<file path="src/rtl/tr_pkg.sv">
package tr_pkg;
  localparam int unsigned DLY_W_DEF = 12;
  localparam int unsigned N_DLY     = 2;

  typedef enum logic {
    SEL_RISE = 1'b0,
    SEL_FALL = 1'b1
  } dly_sel_e;
endpackage

</file>
<file path="src/rtl/tr_delay_regs.sv">
module tr_delay_regs #(
  parameter int unsigned DLY_W = tr_pkg::DLY_W_DEF
) (
  input  logic             clk_i,
  input  logic             rst_ni,
  input  logic             wr_en_i,
  input  logic             wr_sel_i,
  input  logic [DLY_W-1:0] wr_data_i,
  output logic [DLY_W-1:0] rise_dly_o,
  output logic [DLY_W-1:0] fall_dly_o
);
  logic [DLY_W-1:0] dly_q [tr_pkg::N_DLY];

  for (genvar g = 0; g < tr_pkg::N_DLY; g++) begin : g_reg
    always_ff @(posedge clk_i or negedge rst_ni) begin
      if (!rst_ni) begin
        dly_q[g] <= '0;
      end else if (wr_en_i && (wr_sel_i == 1'(g))) begin
        dly_q[g] <= wr_data_i;
      end
    end
  end

  assign rise_dly_o = dly_q[tr_pkg::SEL_RISE];
  assign fall_dly_o = dly_q[tr_pkg::SEL_FALL];
endmodule

</file>
<file path="src/rtl/tr_edge_timer.sv">
module tr_edge_timer #(
  parameter int unsigned DLY_W = tr_pkg::DLY_W_DEF
) (
  input  logic             clk_i,
  input  logic             rst_ni,
  input  logic             req_i,
  input  logic             cur_i,
  input  logic [DLY_W-1:0] rise_dly_i,
  input  logic [DLY_W-1:0] fall_dly_i,
  output logic             flip_o,
  output logic             busy_o,
  output logic [DLY_W-1:0] cnt_o
);
  logic             pend_q, pend_d;
  logic [DLY_W-1:0] cnt_q, cnt_d;
  logic [DLY_W-1:0] dly_sel;

  // output high means the next move is a fall
  assign dly_sel = cur_i ? fall_dly_i : rise_dly_i;

  always_comb begin
    flip_o = 1'b0;
    pend_d = pend_q;
    cnt_d  = cnt_q;
    if (req_i == cur_i) begin
      pend_d = 1'b0;
      cnt_d  = '0;
    end else if (!pend_q) begin
      if (dly_sel == '0) begin
        flip_o = 1'b1;
      end else begin
        pend_d = 1'b1;
        cnt_d  = dly_sel;
      end
    end else if (cnt_q == DLY_W'(1)) begin
      flip_o = 1'b1;
      pend_d = 1'b0;
      cnt_d  = '0;
    end else begin
      cnt_d = cnt_q - DLY_W'(1);
    end
  end

  always_ff @(posedge clk_i or negedge rst_ni) begin
    if (!rst_ni) begin
      pend_q <= 1'b0;
      cnt_q  <= '0;
    end else begin
      pend_q <= pend_d;
      cnt_q  <= cnt_d;
    end
  end

  assign busy_o = pend_q;
  assign cnt_o  = cnt_q;
endmodule

</file>
<file path="src/rtl/tr_switch_out.sv">
module tr_switch_out (
  input  logic clk_i,
  input  logic rst_ni,
  input  logic flip_i,
  output logic tx_sel_o,
  output logic rx_sel_o
);
  logic tx_q, rx_q;

  always_ff @(posedge clk_i or negedge rst_ni) begin
    if (!rst_ni) begin
      tx_q <= 1'b0;
      rx_q <= 1'b1;
    end else if (flip_i) begin
      tx_q <= ~tx_q;
      rx_q <= tx_q;
    end
  end

  assign tx_sel_o = tx_q;
  assign rx_sel_o = rx_q;
endmodule

</file>
<file path="src/rtl/tr_switch_ctrl.sv">
module tr_switch_ctrl #(
  parameter int unsigned DLY_W = tr_pkg::DLY_W_DEF
) (
  input  logic             clk_i,
  input  logic             rst_ni,
  input  logic             tx_active_i,
  input  logic             wr_en_i,
  input  logic             wr_sel_i,
  input  logic [DLY_W-1:0] wr_data_i,
  output logic             tx_sel_o,
  output logic             rx_sel_o
);
  logic [DLY_W-1:0] rise_dly, fall_dly, tmr_cnt;
  logic             flip, busy;

  tr_delay_regs #(.DLY_W(DLY_W)) u_regs (
    .clk_i      (clk_i),
    .rst_ni     (rst_ni),
    .wr_en_i    (wr_en_i),
    .wr_sel_i   (wr_sel_i),
    .wr_data_i  (wr_data_i),
    .rise_dly_o (rise_dly),
    .fall_dly_o (fall_dly)
  );

  tr_edge_timer #(.DLY_W(DLY_W)) u_timer (
    .clk_i      (clk_i),
    .rst_ni     (rst_ni),
    .req_i      (tx_active_i),
    .cur_i      (tx_sel_o),
    .rise_dly_i (rise_dly),
    .fall_dly_i (fall_dly),
    .flip_o     (flip),
    .busy_o     (busy),
    .cnt_o      (tmr_cnt)
  );

  tr_switch_out u_out (
    .clk_i    (clk_i),
    .rst_ni   (rst_ni),
    .flip_i   (flip),
    .tx_sel_o (tx_sel_o),
    .rx_sel_o (rx_sel_o)
  );
endmodule

</file>
<file path="config.mk">
export PLATFORM = sky130hd
export DESIGN_NAME = tr_switch_ctrl
export DESIGN_NICKNAME = d
export VERILOG_FILES = /design/src/rtl/tr_pkg.sv /design/src/rtl/tr_delay_regs.sv /design/src/rtl/tr_edge_timer.sv /design/src/rtl/tr_switch_out.sv /design/src/rtl/tr_switch_ctrl.sv
export SDC_FILE = /design/constraint.sdc
export NUM_CORES = 1
export LEC_CHECK = 0
export ABC_AREA = 0
export BUFFER_PORTS_ARGS = -buffer_cell sky130_fd_sc_hd__buf_4
export CAP_MARGIN = 10
export CORE_MARGIN = 3
export CORE_UTILIZATION = 58
export DETAILED_ROUTE_END_ITERATION = 16
export PLACE_DENSITY = 0.84
export SETUP_SLACK_MARGIN = 0.5
export SKIP_LAST_GASP = 1
export SYNTH_ARGS = -nofsm -noshare
export SYNTH_HDL_FRONTEND = slang
export SYNTH_SLANG_ARGS = --single-unit
</file>
<file path="constraint.sdc">
create_clock -name clk_i -period 2.6 [get_ports clk_i]
set_clock_uncertainty 0.05 [all_clocks]
set_input_delay 0.52 -clock clk_i [delete_from_list [all_inputs] [get_ports clk_i]]
set_output_delay 0.52 -clock clk_i [all_outputs]
set_load 0.02 [all_outputs]
</file>
* Word level (Yosys, flattened, before mapping)
Index checks and enable logic that the tools add are counted.
** Storage, ports and cells
- Word-level logic and storage cells :: 28
- Output and inout port bits :: 2
- Register bits :: 39
- Input port bits :: 17
** Cells by class
- $add $sub $neg :: 1
- Equality and inequality tests :: 3
- Reduce and logical (&&, ||, !) cells :: 3
- Bitwise gates (word level) :: 2
- Mux-type cells :: 13
** Operator list (number)
- $mux W12 :: 5
- $eq A12 B1 Y1 const B :: 1
- $logic_not A12 Y1 :: 1
- $sub A12 B1 Y12 const B :: 1
- $mux W1 :: 8
- $ne A3 B1 Y1 const B :: 1
- $logic_and A1 B1 Y1 :: 2
- $not A1 Y1 :: 2
- $eq A1 B1 Y1 :: 1

* Depth between registers and ports, before layout
Gate-level depths: netlist of the first run.
- Word-level depth :: 5
- Depth in mapped cells :: 7
- Mapped depth without buffers :: 7

* By module
From an unflattened synthesis of the first run, not the netlist that was laid out.
** Second synthesis, totals
- Cells, all modules :: 197
- Area, all modules :: 2223.4 sq um
** By module, submodules not included
- tr_edge_timer :: cells an instance 141, seq. area each 325.3 sq um, area each 1194.9 sq um, instances 1
- tr_delay_regs :: cells an instance 52, seq. area each 600.6 sq um, area each 953.4 sq um, instances 1
- tr_switch_out :: cells an instance 4, seq. area each 51.3 sq um, area each 75.1 sq um, instances 1

* Worst setup path after synthesis of the first run
No wires, ideal clock.
- Path type :: register to register
- From :: register u_out.tx_q (netlist: u_out.tx_sel_o)
- To :: register u_out.tx_q (netlist: u_out.tx_sel_o)
- Setup slack :: 0.448 ns
- Library setup time :: 0.125 ns
- Stages on the path, launching flop included :: 7
- Buffers on the path :: 1
- Data required time :: 2.425 ns
- Period minus slack after synthesis :: 2.152 ns
- Arrival :: 1.977 ns
- Cell sequence :: dfrtp_1 > buf_4 > or4b_1 > o22ai_1 > o2111a_2 > or2_2 > mux2_2
** On the way
- Word-level cells in the longest chain between the ends :: 5
- Elaborated cells on any way between the ends :: 7
- Those cells by class :: eq/ne (1); mux (4); bitwise (1); reduce/logical (1)
** Ends and longest elaborated chain
- start: declaration :: line tr_switch_out.sv:8 : logic tx_q, rx_q;
- start signal: assignment :: line tr_switch_out.sv:15 : tx_q <= ~tx_q;
- $mux W12 :: line tr_edge_timer.sv:19 : assign dly_sel = cur_i ? fall_dly_i : rise_dly_i;
- $logic_not A12 Y1 :: line tr_edge_timer.sv:29 : if (dly_sel == '0) begin
- $mux W1 :: line tr_edge_timer.sv:29
- $mux W1 :: line tr_edge_timer.sv:28 : end else if (!pend_q) begin
- $mux W1 :: line tr_edge_timer.sv:25 : if (req_i == cur_i) begin
Several ways; a longest one is shown, not always the timed one.
A chain may end at the register's enable or synchronous reset.

* Final worst setup path of the first run
- From :: register u_timer.cnt_q[6] (netlist: u_timer.cnt_o[6])
- To :: register u_timer.cnt_q[9] (netlist: u_timer.cnt_o[9])
** On the way
- Word-level cells in the longest chain between the ends :: 4
- Elaborated cells on any way between the ends :: 5
- Those cells by class :: add/sub (1); eq/ne (1); mux (3)
** Ends and longest elaborated chain
- start: declaration :: line tr_edge_timer.sv:15 : logic [DLY_W-1:0] cnt_q, cnt_d;
- start signal: assignment :: line tr_edge_timer.sv:50 : cnt_q <= cnt_d;
- $sub A12 B1 Y12 / $eq A12 B1 Y1 (equally long branches) :: line tr_edge_timer.sv:40, tr_edge_timer.sv:35
- $mux W12 * :: line tr_edge_timer.sv:35 : end else if (cnt_q == DLY_W'(1)) begin
- $mux W12 * :: line tr_edge_timer.sv:28
- $mux W12 * :: line tr_edge_timer.sv:25
Every way passes the cells marked *; elsewhere a longest branch is shown, timed or not.

==> summary.txt, run 1 <==
top cells by count, synth: dfrtp_1 (38), mux2_2 (28), nor2_1 (15), a21oi_1 (14), mux2i_1 (8)
Post-synth ARST share: 1.00
sequential share of the synthesized area: 0.473
Layout Nets: 234
Die ar.: 0.00431 mm^2
Final min period: 2090 ps
Die H: 65.7 um
wirelength, routed: 4740 um
initial antenna violation count: 0
total CTS buffers: 5
Max-Cap Viols: 0
router iterations before antenna repair: 4
R2R depth: 5
Reg2Reg Setup Slack: 510 ps
share of cells above drive strength 1: 0.412
Slew HR: 0.555
CTS root buffer: clkbuf_4
leakage: 1.06 nW
routed length per instance: 18.1 um
RSZ-0062 raised after global routing: yes
most frequent cell after synthesis: dfrtp_1
period utilization: 0.802
pwr dens: 1030 mW/mm^2
Post-synth EDFFs: 0
fin. max-slew vios: 0
Initial DRC Count: 53
crit start category: flip-flop
final worst slack: 514 ps
FP Rows: 21
CP Launch Point: u_timer.cnt_o[6]$_DFFE_PN0P_
Post-Syn Area per Cell: 11.2 um^2
HP Class: in2async
Worst R2R Start: u_timer.cnt_o[6]$_DFFE_PN0P_
fill count: 224
dpl ws: 419 ps
I/O Buffers: 18
TNS Setup: 0 ps
vias per inst: 6.22
Multi-input gate area: 0.00109 mm^2
outcome: completed
count of cell types in the netlist: 43
end of the worst register-to-register path: u_timer.cnt_o[9]$_DFFE_PN0P_
vias in the first global route: 1656
diode count: 0
chip width: 65.7 um
io pins: 19
FF+latch count, synth: 39
hpwl dp: 3290 um
DRC: 0
largest net degree at the start of global routing: 40
Peak VDD IR: 0.528 mV
arrival time worst endpoint: 2280 ps
first-pass GRT wire length: 7870 um
Final ANT Viol Nets: 0
Worst Setup Path Type: reg2reg
syn_nets: 204
final hold violations: 0
crit end category: flip-flop
Area Growth Syn to Fin: 20.7%
top-area cell type share of the netlist area: 0.461
synthesized area: 0.00206 mm^2
Initial Util: 0.609
clk sink count: 39
Syn. warnings: 0
fmax: 479 MHz
Routability Congestion: 0.846
endpoints failing setup: 0
CP required: 2790 ps
Placed Cells: 246
Clk pin slew, worst setup/hold paths: 110 ps
Core Box Area: 0.00339 mm^2
Most used DFF post-synth: dfrtp_1
GRT overflow: 0
register area: 982 um^2
vias: 1629
hold-fix buffers at CTS: 0
top post-synthesis cells by area: dfrtp_1 (46%), mux2_2 (15%), mux2i_1 (3.9%), a21oi_1 (3.4%), nor2_1 (2.7%)
Synth Instances: 185
leading area contributor after synthesis: dfrtp_1
H-tree depth: 2
Tot GR Track Use: 0.240
worst-path fanout max: 5
Least-Margin Pin Slew: 661 ps
worst skew pair latency: 350 ps
CTS Buffer Depth: 2
CTS tree: yes
final cell count without fillers: 262
==> repair_timing <==
item	in CTS	in global routing
gates resized for setup	1	17
pin swaps	2	7
endpoints found under the setup margin	9	12
endpoints found under the hold margin	0	0
setup buffers	5	3
==> layout by cell type, fill, tap and decap left out, types with 2 or more instances in the layout <==
cell      synthesis  final
dfrtp_1          38     34
buf_4             2     30
mux2_2           28     28
nor2_1           15     15
a21oi_1          14     14
mux2i_1           8      8
inv_1             7      7
o21ai_0           7      7
nand2_1           6      6
clkbuf_4          0      5
nor3_1            5      4
a31oi_1           4      4
dfrtp_2           0      4
or4_1             4      3
nor4_1            3      3
or4_4             1      2
or3_4             0      2
nor2b_1           2      2
o211ai_1          2      2
a211oi_1          3      2
ha_1              2      2
==> worst max-delay path: stages, from the launching register on <==
cell      delay (ps)
dfrtp_1          420
or4_4            590
o41a_1           430
buf_6            150
a221oi_1         270
nor2_1            70
==> cell families (layout without fill, tap and decap cells) <==
family	after synthesis	count (layout)	share of synthesized area
adder cells (fa/ha/maj)	2	2	0.0121
XOR/XNOR	2	2	0.00849
AO/OA/AOI/OAI	43	43	0.156
AND/OR/NAND/NOR	47	47	0.126
flip-flops	39	39	0.473
multiplexers	36	36	0.192
buffers and inverters	16	47	0.0327
==> power by group <==
group | switching (W) | total, W | internal [W]
logic | 0.000649 | 0.00124 | 0.000587
clock network | 0.000197 | 0.000424 | 0.000227
registers | 0.000159 | 0.000908 | 0.000749
total | 0.00100 | 0.00257 | 0.00156
==> routing by layer <==
| layer | up-vias | share of wire | GRT usage |
|---|---|---|---|
| met4 | 0 | 0.019 | 0.101 |
| met1 | 814 | 0.42 | 0.304 |
| met2 | 54 | 0.51 | 0.403 |
| met5 | - | 0 | 0 |
| li1 | 751 | - | - |
| met3 | 10 | 0.054 | 0.0427 |
==> sequential cells by signal, indices dropped and copies added, names as in the netlist <==
name,count
u_regs.fall_dly_o,12
u_regs.rise_dly_o,12
u_timer.cnt_o,12
u_out.rx_sel_o,1
u_out.tx_sel_o,1
u_timer.busy_o,1
==> worst max path at each step <==
stage                                        end  cells past startpoint
finish              u_timer.cnt_o[9]$_DFFE_PN0P_                      5
global route        u_timer.cnt_o[9]$_DFFE_PN0P_                      5
detailed placement  u_timer.cnt_o[8]$_DFFE_PN0P_                      5
CTS                   u_out.tx_sel_o$_DFFE_PN0P_                      5
floorplan             u_out.tx_sel_o$_DFFE_PN0P_                      6
global placement    u_timer.cnt_o[8]$_DFFE_PN0P_                      5
==> stage by stage <==
stage	power, W	util	instance area, um^2	hold WS, ps
floorplan	0.00164	-	2070	174
global placement	0.00186	0.667	2260	441
detailed placement	0.00193	0.667	2260	452
CTS	0.00240	0.706	2390	84.0
global route	0.00273	0.735	2490	92.9
finish	0.00257	0.735	2490	67.6
==> cell type report <==
class                           instances  area share
Multi-Input combinational cell        130       0.437
Sequential cell                        39       0.394
Timing Repair Buffer                   32       0.101
Tap cell                               46      0.0231
Clock buffer                            6      0.0206
Clock inverter                          2      0.0141
Inverter                                7      0.0105
Power figures use the tool's default switching activity.
==> inputs of run 2 (changes only) <==
--- a/config.mk
+++ b/config.mk
@@ -9,9 +9,9 @@
 export BUFFER_PORTS_ARGS = -buffer_cell sky130_fd_sc_hd__buf_4
 export CAP_MARGIN = 10
 export CORE_MARGIN = 3
-export CORE_UTILIZATION = 58
+export CORE_UTILIZATION = 53
 export DETAILED_ROUTE_END_ITERATION = 16
-export PLACE_DENSITY = 0.84
+export PLACE_DENSITY = 0.81
 export SETUP_SLACK_MARGIN = 0.5
 export SKIP_LAST_GASP = 1
 export SYNTH_ARGS = -nofsm -noshare
==> constraint.sdc (replaced) <==
create_clock -name clk_i -period 1.74 [get_ports clk_i]
set_clock_uncertainty 0.05 [all_clocks]
set_input_delay 0.348 -clock clk_i [delete_from_list [all_inputs] [get_ports clk_i]]
set_output_delay 0.348 -clock clk_i [all_outputs]
set_load 0.02 [all_outputs]
==> summary.txt, run 2 (synthesized netlist as in run 1, its figures left out) <==
Layout Nets: 278 (was 234)
Die H: 68.4 um (was 65.7 um)
Placed Cells: 289 (was 246)
diode count: 0 (unchanged)
final worst slack: -367 ps (was 514 ps)
I/O Buffers: 18 (unchanged)
Least-Margin Pin Slew: 502 ps (was 661 ps)
violated checks: negative setup slack
Die ar.: 0.00468 mm^2 (was 0.00431 mm^2)
vias in the first global route: 2024 (was 1656)
clk sink count: 39 (unchanged)
CTS root buffer: clkbuf_8 (was clkbuf_4)
outcome: finished with violations (was completed)
hpwl dp: 3860 um (was 3290 um)
chip width: 68.4 um (was 65.7 um)
final cell count without fillers: 308 (was 262)
vias per inst: 6.25 (was 6.22)
leakage: 1.31 nW (was 1.06 nW)
fin. max-slew vios: 0 (unchanged)
final hold violations: 0 (unchanged)
crit start category: flip-flop (unchanged)
CTS tree: yes (unchanged)
share of cells above drive strength 1: 0.546 (was 0.412)
Worst Setup Path Type: reg2reg (unchanged)
arrival time worst endpoint: 2240 ps (was 2280 ps)
Critical Path, Cell by Cell: or4_4, o22ai_4, o2111a_2, or2_4, mux2_4 (was or4_4, o41a_1, buf_6, a221oi_1, nor2_1)
RSZ-0062 raised after global routing: yes (unchanged)
Initial Util: 0.556 (was 0.609)
worst skew pair latency: 290 ps (was 350 ps)
first-pass GRT wire length: 9770 um (was 7870 um)
CP required: 1870 ps (was 2790 ps)
routed length per instance: 20.3 um (was 18.1 um)
Routability Congestion: 0.915 (was 0.846)
Core Util, Final: 0.791 (was 0.735)
crit end category: flip-flop (unchanged)
Tot GR Track Use: 0.291 (was 0.240)
CP max-delay cell: or4_4 (unchanged)
Max-Cap Viols: 0 (unchanged)
commonest non-fill, non-tap cell in the layout: buf_4 (was dfrtp_1)
sw power: 0.00178 W (was 0.00100 W)
DRC: 0 (unchanged)
Post-DP Area: 0.00262 mm^2 (was 0.00226 mm^2)
Peak VDD IR: 0.981 mV (was 0.528 mV)
combinational power share: 0.533 (was 0.481)
fmax: 475 MHz (was 479 MHz)
io pins: 19 (unchanged)
dpl ws: -299 ps (was 419 ps)
Pint: 0.00297 W (was 0.00156 W)
Slew HR: 0.665 (was 0.555)
commonest non-fill, non-tap cells in the layout: buf_4 (67), dfrtp_1 (36), mux2_2 (27) (was dfrtp_1 (34), buf_4 (30), mux2_2 (28))
Clk pin slew, worst setup/hold paths: 80 ps (was 110 ps)
Initial DRC Count: 184 (was 53)
FP Rows: 22 (was 21)
H-tree depth: 2 (unchanged)
total CTS buffers: 5 (unchanged)
Clock Power Share: 0.190 (was 0.165)
Final Power: 0.00475 W (was 0.00257 W)
slowest stage delay, CP: 590 ps (about the same)
period utilization: 1.21 (was 0.802)
vias: 1925 (was 1629)
Final min period: 2110 ps (was 2090 ps)
sw frac: 0.375 (was 0.391)
pwr dens: 1620 mW/mm^2 (was 1030 mW/mm^2)
HP Class: in2reg (was in2async)
Final Cell Area: 0.00294 mm^2 (was 0.00249 mm^2)
Core Box Area: 0.00372 mm^2 (was 0.00339 mm^2)
sequential share of power: 0.277 (was 0.354)
worst-path fanout max: 3 (was 5)
router iterations before antenna repair: 7 (was 4)
CTS Buffer Depth: 2 (unchanged)
endpoints failing setup: 15 (was 0)
Area Growth Syn to Fin: 42.4% (was 20.7%)
Final ANT Viol Nets: 0 (unchanged)
initial antenna violation count: 0 (unchanged)
wirelength, routed: 6260 um (was 4740 um)
fill count: 201 (was 224)
largest net degree at the start of global routing: 40 (unchanged)
GRT overflow: 0 (unchanged)
run 2: final timing paths:
kind                       slack (ps)  depth (start not counted)                          endpoint                             start
setup / recovery                 -370                          5        u_out.tx_sel_o$_DFFE_PN0P_  u_regs.rise_dly_o[9]$_DFFE_PN0P_
hold / removal                    250                          2  u_regs.rise_dly_o[8]$_DFFE_PN0P_                      wr_data_i[8]
setup reg to reg                 -370                          5        u_out.tx_sel_o$_DFFE_PN0P_  u_regs.rise_dly_o[9]$_DFFE_PN0P_
hold reg to reg                   480                          1  u_regs.rise_dly_o[0]$_DFFE_PN0P_  u_regs.rise_dly_o[0]$_DFFE_PN0P_
max in group asynchronous         740                          2      u_timer.cnt_o[8]$_DFFE_PN0P_                            rst_ni
min in group asynchronous         510                          2     u_timer.cnt_o[11]$_DFFE_PN0P_                            rst_ni
run 2: critical path: cells and delay by family (launching register included):
kind / cells / cell delay [ps]
simple gates: 2 / 740
compound gates: 2 / 490
mux: 1 / 290
flops: 1 / 430
run 2: final cells by class:
class | count | area [um^2] | area share
repair buffers | 76 | 603 | 0.205
clock buffers | 6 | 72.6 | 0.0247
flip-flops and latches | 39 | 980 | 0.333
clock inverters | 2 | 60.1 | 0.0204
multi-input cells | 130 | 1140 | 0.387
well taps | 48 | 60.1 | 0.0204
inverters | 7 | 26.3 | 0.00894
run 2: repair_timing:
action,4_1_cts,5_1_grt
endpoints found under the setup margin,17,17
gates resized for setup,16,12
gates cloned,0,0
setup buffers,9,1
pin swaps,13,10
hold buffers,1,0
endpoints found under the hold margin,38,0
run 2: power by group through the flow:
stage | clock [W] | sequential [W] | combinational (W)
6_report | 0.000901 | 0.00132 | 0.00253
4_1_cts | 0.000901 | 0.00129 | 0.00230
3_3_place_gp | 0 | 0.00127 | 0.00205
2_1_floorplan | 0 | 0.00130 | 0.00128
3_5_place_dp | 0 | 0.00129 | 0.00212
5_1_grt | 0.000948 | 0.00133 | 0.00270
run 2: layer usage:
metal	track usage	part of all wire	vias to the layer above
met5	0	0	-
met4	0.186	0.057	0
met3	0.0673	0.060	37
met2	0.476	0.50	103
met1	0.340	0.38	949
li1	-	-	836
run 2: through the flow:
stage	setup TNS, ps	hold slack (ps)
6_report	-3890	248
3_5_place_dp	-2590	299
2_1_floorplan	-1750	2.41
5_1_grt	-4900	240
4_1_cts	-3180	245
3_3_place_gp	-1950	280
